`src/rtl/eport_pkg.sv`:
```
package eport_pkg;

    localparam int ADDR_W = 3;

    typedef enum logic [1:0] {
        TRIG_LEVEL = 2'b00,
        TRIG_RISE  = 2'b01,
        TRIG_FALL  = 2'b10,
        TRIG_BOTH  = 2'b11
    } trig_e;

    typedef enum logic [ADDR_W-1:0] {
        A_MODE = 3'd0,
        A_DIR  = 3'd1,
        A_DATA = 3'd2,
        A_EN   = 3'd3,
        A_FLAG = 3'd4,
        A_PIN  = 3'd5
    } reg_addr_e;

endpackage

```
`src/rtl/eport_sync.sv`:
```
module eport_sync #(
    parameter int WIDTH = 8
) (
    input  logic             clk,
    input  logic             rst_n,
    input  logic [WIDTH-1:0] async_in,
    output logic [WIDTH-1:0] sync_out
);

    logic [WIDTH-1:0] stage1_q;
    logic [WIDTH-1:0] stage2_q;

    always_ff @(posedge clk or negedge rst_n) begin
        if (!rst_n) begin
            stage1_q <= '0;
            stage2_q <= '0;
        end else begin
            stage1_q <= async_in;
            stage2_q <= stage1_q;
        end
    end

    assign sync_out = stage2_q;

endmodule

```
`src/rtl/eport_line.sv`:
```
module eport_line
    import eport_pkg::*;
(
    input  logic  clk,
    input  logic  rst_n,
    input  logic  pin_s,
    input  trig_e mode,
    output logic  evt,
    output logic  lvl_act
);

    logic prev_q;
    logic rise;
    logic fall;

    always_ff @(posedge clk or negedge rst_n) begin
        if (!rst_n) prev_q <= 1'b0;
        else        prev_q <= pin_s;
    end

    assign rise = pin_s & ~prev_q;
    assign fall = ~pin_s & prev_q;

    always_comb begin
        evt     = 1'b0;
        lvl_act = 1'b0;
        unique case (mode)
            TRIG_LEVEL: lvl_act = ~pin_s;
            TRIG_RISE:  evt     = rise;
            TRIG_FALL:  evt     = fall;
            TRIG_BOTH:  evt     = rise | fall;
        endcase
    end

endmodule

```
`src/rtl/eport_regs.sv`:
```
module eport_regs
    import eport_pkg::*;
#(
    parameter int LINES = 8
) (
    input  logic                clk,
    input  logic                rst_n,
    input  logic                reg_wr,
    input  logic [ADDR_W-1:0]   reg_addr,
    input  logic [2*LINES-1:0]  reg_wdata,
    output logic [2*LINES-1:0]  reg_rdata,
    input  logic [LINES-1:0]    set_vec,
    input  logic [LINES-1:0]    pin_sync,
    output logic [2*LINES-1:0]  mode_q,
    output logic [LINES-1:0]    dir_q,
    output logic [LINES-1:0]    data_q,
    output logic [LINES-1:0]    en_q,
    output logic [LINES-1:0]    flag_q
);

    localparam int MODE_W = 2 * LINES;
    localparam int PAD_W  = MODE_W - LINES;

    reg_addr_e          addr_e;
    logic [LINES-1:0]   clr_vec;
    logic [LINES-1:0]   flag_nxt;

    assign addr_e  = reg_addr_e'(reg_addr);
    assign clr_vec = (reg_wr && addr_e == A_FLAG) ? reg_wdata[LINES-1:0] : '0;

    always_comb begin
        flag_nxt    = (flag_q & ~clr_vec) | set_vec;
        flag_nxt[0] = 1'b0;
    end

    always_ff @(posedge clk or negedge rst_n) begin
        if (!rst_n) begin
            mode_q <= '0;
            dir_q  <= '0;
            data_q <= '0;
            en_q   <= '0;
            flag_q <= '0;
        end else begin
            flag_q <= flag_nxt;
            if (reg_wr) begin
                case (addr_e)
                    A_MODE:  mode_q <= reg_wdata;
                    A_DIR:   dir_q  <= reg_wdata[LINES-1:0];
                    A_DATA:  data_q <= reg_wdata[LINES-1:0];
                    A_EN:    en_q   <= reg_wdata[LINES-1:0];
                    default: ;
                endcase
            end
        end
    end

    always_comb begin
        case (addr_e)
            A_MODE:  reg_rdata = mode_q;
            A_DIR:   reg_rdata = {{PAD_W{1'b0}}, dir_q};
            A_DATA:  reg_rdata = {{PAD_W{1'b0}}, data_q};
            A_EN:    reg_rdata = {{PAD_W{1'b0}}, en_q};
            A_FLAG:  reg_rdata = {{PAD_W{1'b0}}, flag_q};
            A_PIN:   reg_rdata = {{PAD_W{1'b0}}, pin_sync};
            default: reg_rdata = '0;
        endcase
    end

endmodule

```
`src/rtl/eport_unit.sv`:
```
module eport_unit
    import eport_pkg::*;
#(
    parameter int LINES = 8
) (
    input  logic                clk,
    input  logic                rst_n,
    input  logic                reg_wr,
    input  logic [ADDR_W-1:0]   reg_addr,
    input  logic [2*LINES-1:0]  reg_wdata,
    output logic [2*LINES-1:0]  reg_rdata,
    input  logic [LINES-1:0]    pin_in,
    output logic [LINES-1:0]    pin_out,
    output logic [LINES-1:0]    pin_oe,
    output logic [LINES-1:0]    irq_req
);

    logic [LINES-1:0]   pin_sync;
    logic [LINES-1:0]   set_vec;
    logic [LINES-1:0]   lvl_vec;
    logic [2*LINES-1:0] mode_q;
    logic [LINES-1:0]   dir_q;
    logic [LINES-1:0]   data_q;
    logic [LINES-1:0]   en_q;
    logic [LINES-1:0]   flag_q;

    eport_sync #(.WIDTH(LINES)) u_sync (
        .clk      (clk),
        .rst_n    (rst_n),
        .async_in (pin_in),
        .sync_out (pin_sync)
    );

    eport_regs #(.LINES(LINES)) u_regs (
        .clk       (clk),
        .rst_n     (rst_n),
        .reg_wr    (reg_wr),
        .reg_addr  (reg_addr),
        .reg_wdata (reg_wdata),
        .reg_rdata (reg_rdata),
        .set_vec   (set_vec),
        .pin_sync  (pin_sync),
        .mode_q    (mode_q),
        .dir_q     (dir_q),
        .data_q    (data_q),
        .en_q      (en_q),
        .flag_q    (flag_q)
    );

    // Line 0 is reserved: no detector, no event, no level request.
    assign set_vec[0] = 1'b0;
    assign lvl_vec[0] = 1'b0;

    for (genvar i = 1; i < LINES; i++) begin : g_line
        eport_line u_line (
            .clk     (clk),
            .rst_n   (rst_n),
            .pin_s   (pin_sync[i]),
            .mode    (trig_e'(mode_q[2*i +: 2])),
            .evt     (set_vec[i]),
            .lvl_act (lvl_vec[i])
        );
    end

    assign irq_req = en_q & (lvl_vec | flag_q);
    assign pin_oe  = dir_q;
    assign pin_out = data_q;

endmodule

```
`config.mk`:
```
export PLATFORM = sky130hd
export DESIGN_NAME = eport_unit
export DESIGN_NICKNAME = d
export VERILOG_FILES = /design/src/rtl/eport_pkg.sv /design/src/rtl/eport_sync.sv /design/src/rtl/eport_line.sv /design/src/rtl/eport_regs.sv /design/src/rtl/eport_unit.sv
export SDC_FILE = /design/constraint.sdc
export NUM_CORES = 1
export LEC_CHECK = 0
export ABC_AREA = 1
export BUFFER_PORTS_ARGS = -buffer_cell sky130_fd_sc_hd__buf_2
export CORE_MARGIN = 2
export CORE_UTILIZATION = 55
export DETAILED_ROUTE_END_ITERATION = 10
export HOLD_SLACK_MARGIN = 0.15
export PLACE_DENSITY = 0.88
export SYNTH_ARGS = -nofsm -noshare
export SYNTH_HDL_FRONTEND = slang
export SYNTH_SLANG_ARGS = --single-unit
export TNS_END_PERCENT = 10
```
`constraint.sdc`:
```
create_clock -name clk -period 3.2 [get_ports clk]
set_clock_uncertainty 0.15 [all_clocks]
set_input_delay 0.96 -clock clk [delete_from_list [all_inputs] [get_ports clk]]
set_output_delay 0.96 -clock clk [all_outputs]
set_load 0.02 [all_outputs]
```
==> metrics.md <==
| Metric | Value |
|---|---|
| Synthesized netlist net count | `between 400 and 500` |
| CTS tree | `yes` |
| Sequential share of power | `0.460` |
| Die X | `between 80 and 90 um` |
| Largest net degree at the start of global routing | `71` |
| Worst VDD drop | `about 0.4 mV` |
| Setup Crit Path Kind | `input port to primary output` |
| Clock Latency Late Sink | `0.35 ns` |
| Routed WL | `around 8300 um` |
| Placer Congestion | `0.9298` |
| Post-layout min period | `around 3 ns` |
| Number of setup violations in the final report | `0` |
| Total Power | `approximately 2.4 mW` |
| Sequential area share after synthesis | `0.5153` |
| F_max | `0.3252 GHz` |
| Clock slew at reported path FFs | `approximately 0.070 ns` |
| Setup TNS | `0 ns` |
| Post-route ant nets | `0` |
| HP Class | `flip-flop to flip-flop` |
| WP data required | `2.09 ns` |
| Pins over their slew limit | `0` |
| Wire per inst | `14.83 um` |
| Pwr dens | `just under 600 mW/mm^2` |
| Netlist cell types | `23` |
| Via density | `5.408` |
| Post-DP HPWL | `about 6000 um` |
| Effective utilization at floorplan | `0.5708` |
| Pint | `~1.6 mW` |
| Die height | `around 83 um` |
| Share of layout cells above drive strength 1 | `0.2202` |
| Final design area excluding fillers | `between 0.004 and 0.005 mm^2` |
| CP Capture Type | `primary output` |
| Worst-path fanout max | `11` |
| DRC violations left | `0` |
| Initial DRC Count | `between 200 and 300` |
| Root Buffer | `clkbuf_8` |
| Critical Path AT | `roughly 2 ns` |
| I/O Buffers | `about 70` |
| DR pass1 iterations | `5` |
| Tcrit/Tclk final | `0.9609` |
| Gate count of the mapped netlist | `406` |
| Hold Fails Final Rpt | `0` |
| RSZ-0062 raised after global routing | `no` |
| Vias after detailed routing | `roughly 3000` |
| Hold depth | `0` |
| Layout area overhead | `20.21%` |
| Switching part of the total power | `0.3217` |
| H-tree levels | `3` |
| DP Area | `~0.0039 mm^2` |
| P_sw | `around 0.78 mW` |
| Clk sinks | `70` |
| Clock Path Buffers | `2` |
| Clock Power Share | `0.324` |
| Hold_ws | `approximately 0.20 ns` |
| Cell Area, Synth | `about 0.0034 mm^2` |
| I/O Pins | `70` |
| Row count | `28` |
| Postcts setup bufs | `0` |
| GRT Util Overall | `0.2705` |
| Combinational share of power | `0.216` |
| Yosys reg bits | `70` |
| First-pass GRT wire length | `13340 um` |
| Initial antenna violation count | `0` |
| Final net count | `approximately 530` |
| Core Box Area | `0.005956 mm^2` |
| Max-Cap Viols | `0` |
| Inserted Clock Buffers | `9` |
| Congestion Overflow GR | `0` |
| Leakage | `2.210 nW` |
| YS warnings | `0` |
| Status | `complete, no violations` |
| Vias in the first global route | `2828` |
| R2R cell count | `6` |
| Syn avg cell area | `between 8 and 9 um^2` |
| Antenna fix cells | `0` |
| Die area | `0.006826 mm^2` |
| Crit start category | `input port` |
-- cell usage in the layout, fill, tap and decap left out --
cell / synthesis / final
conb_1: 1 / 1
a21oi_1: 13 / 13
inv_4: 1 / 1
nand3_1: 32 / 32
clkinvlp_4: 0 / 2
o21ai_1: 32 / 32
and2_1: 2 / 2
nand2_2: 1 / 1
dfrtp_1: 70 / 70
buf_12: 0 / 2
nor2_8: 1 / 1
inv_1: 46 / 46
clkbuf_4: 0 / 1
a31oi_1: 4 / 4
nor2_4: 3 / 3
buf_2: 10 / 67
clkinv_2: 0 / 2
nand4_1: 20 / 20
nand3_2: 2 / 2
clkbuf_8: 0 / 10
ha_1: 14 / 14
buf_4: 2 / 10
bufinv_16: 0 / 2
nor2_1: 43 / 43
nand2_1: 97 / 97
inv_2: 3 / 3
o211ai_1: 5 / 5
-- critical path, stage by stage --
cell,delay [ns]
clkbuf_4,0.20
nor2_4,0.17
buf_4,0.19
nand3_1,0.08
nand2_1,0.07
nor2_1,0.04
nand2_1,0.07
buf_2,0.17
-- synthesized netlist by cell type, drive strengths merged --
cell    instances  area share
clkbuf          3      0.0033
o21ai          32       0.047
ha             14       0.052
nand4          20       0.037
nor2           47       0.063
a31oi           4      0.0074
inv            50       0.056
buf            13       0.022
conb            1      0.0011
a21oi          13       0.019
dfrtp          70        0.52
o211ai          5       0.011
nand2          98        0.11
nand3          34       0.053
and2            2      0.0037
-- cell families after synthesis --
group / after synthesis / synth area share
other cells: 1 / 0.001103
fa+ha+maj: 14 / 0.05153
flops: 70 / 0.5153
simple gates: 201 / 0.2657
buf+inv: 66 / 0.08171
compound gates: 54 / 0.08465
-- flip-flops by register name, indices dropped and copies added, names as in the netlist --
signal	flops
u_regs.mode_q	16
u_regs.data_q	8
u_regs.dir_q	8
u_regs.en_q	8
u_sync.stage1_q	8
u_sync.sync_out	8
g_line.u_line.prev_q	7
u_regs.flag_q	7
-- what timing repair did --
item | 4_1_cts | 5_1_grt
hold buffers | 0 | 0
setup endpoints to repair | 0 | 1
gates resized for setup | 0 | 1
-- path summary, 6_finish.rpt --
path	slack [ns]	end	startpoint
setup / recovery	0.12	reg_rdata[5]	reg_addr[1]
hold / removal	0.20	u_sync.sync_out[2]	u_sync.stage1_q[2]
setup reg to reg	1.93	u_regs.flag_q[7]	u_sync.sync_out[7]
hold reg to reg	0.20	u_sync.sync_out[2]	u_sync.stage1_q[2]
max in group asynchronous	2.13	u_sync.sync_out[7]	rst_n
min in group asynchronous	0.46	u_regs.mode_q[12]	rst_n
-- metal layers --
metal  wire length, um  part of all wire  track usage
met1              3622              0.44       0.3488
met2              4089              0.49       0.4411
met3               477             0.057      0.06739
met4               132             0.016       0.1033
met5                 0                 0            0
-- metrics by stage --
| stage | setup WS (ns) | util | cells |
|---|---|---|---|
| after floorplan | 0.04882 | - | 406 |
| after global placement | 0.1347 | 0.6483 | 545 |
| after detailed placement | 0.07864 | 0.6483 | 545 |
| after CTS | 0.04331 | 0.6857 | 561 |
| after global routing | 0.02588 | 0.6861 | 561 |
| final | 0.1250 | 0.6861 | 561 |
-- power groups by stage --
| stage | combinational, mW | sequential, mW | clock (mW) |
|---|---|---|---|
| finish | 0.525 | 1.12 | 0.787 |
| floorplan | 0.294 | 1.15 | 0 |
| global route | 0.582 | 1.14 | 0.839 |
| detailed placement | 0.524 | 1.13 | 0 |
| global placement | 0.503 | 1.13 | 0 |
| CTS | 0.528 | 1.12 | 0.808 |
-- cell type report --
cell class / instances / area [um^2]
Timing Repair Buffer: 80 / 457.9
Multi-Input combinational cell: 270 / 1370
Fill cell: 479 / 1869
Clock buffer: 10 / 137.6
Sequential cell: 70 / 1752
Tap cell: 75 / 93.84
Inverter: 50 / 190.2
Clock inverter: 6 / 85.08
Note: power is estimated with default switching activity, not from simulation.
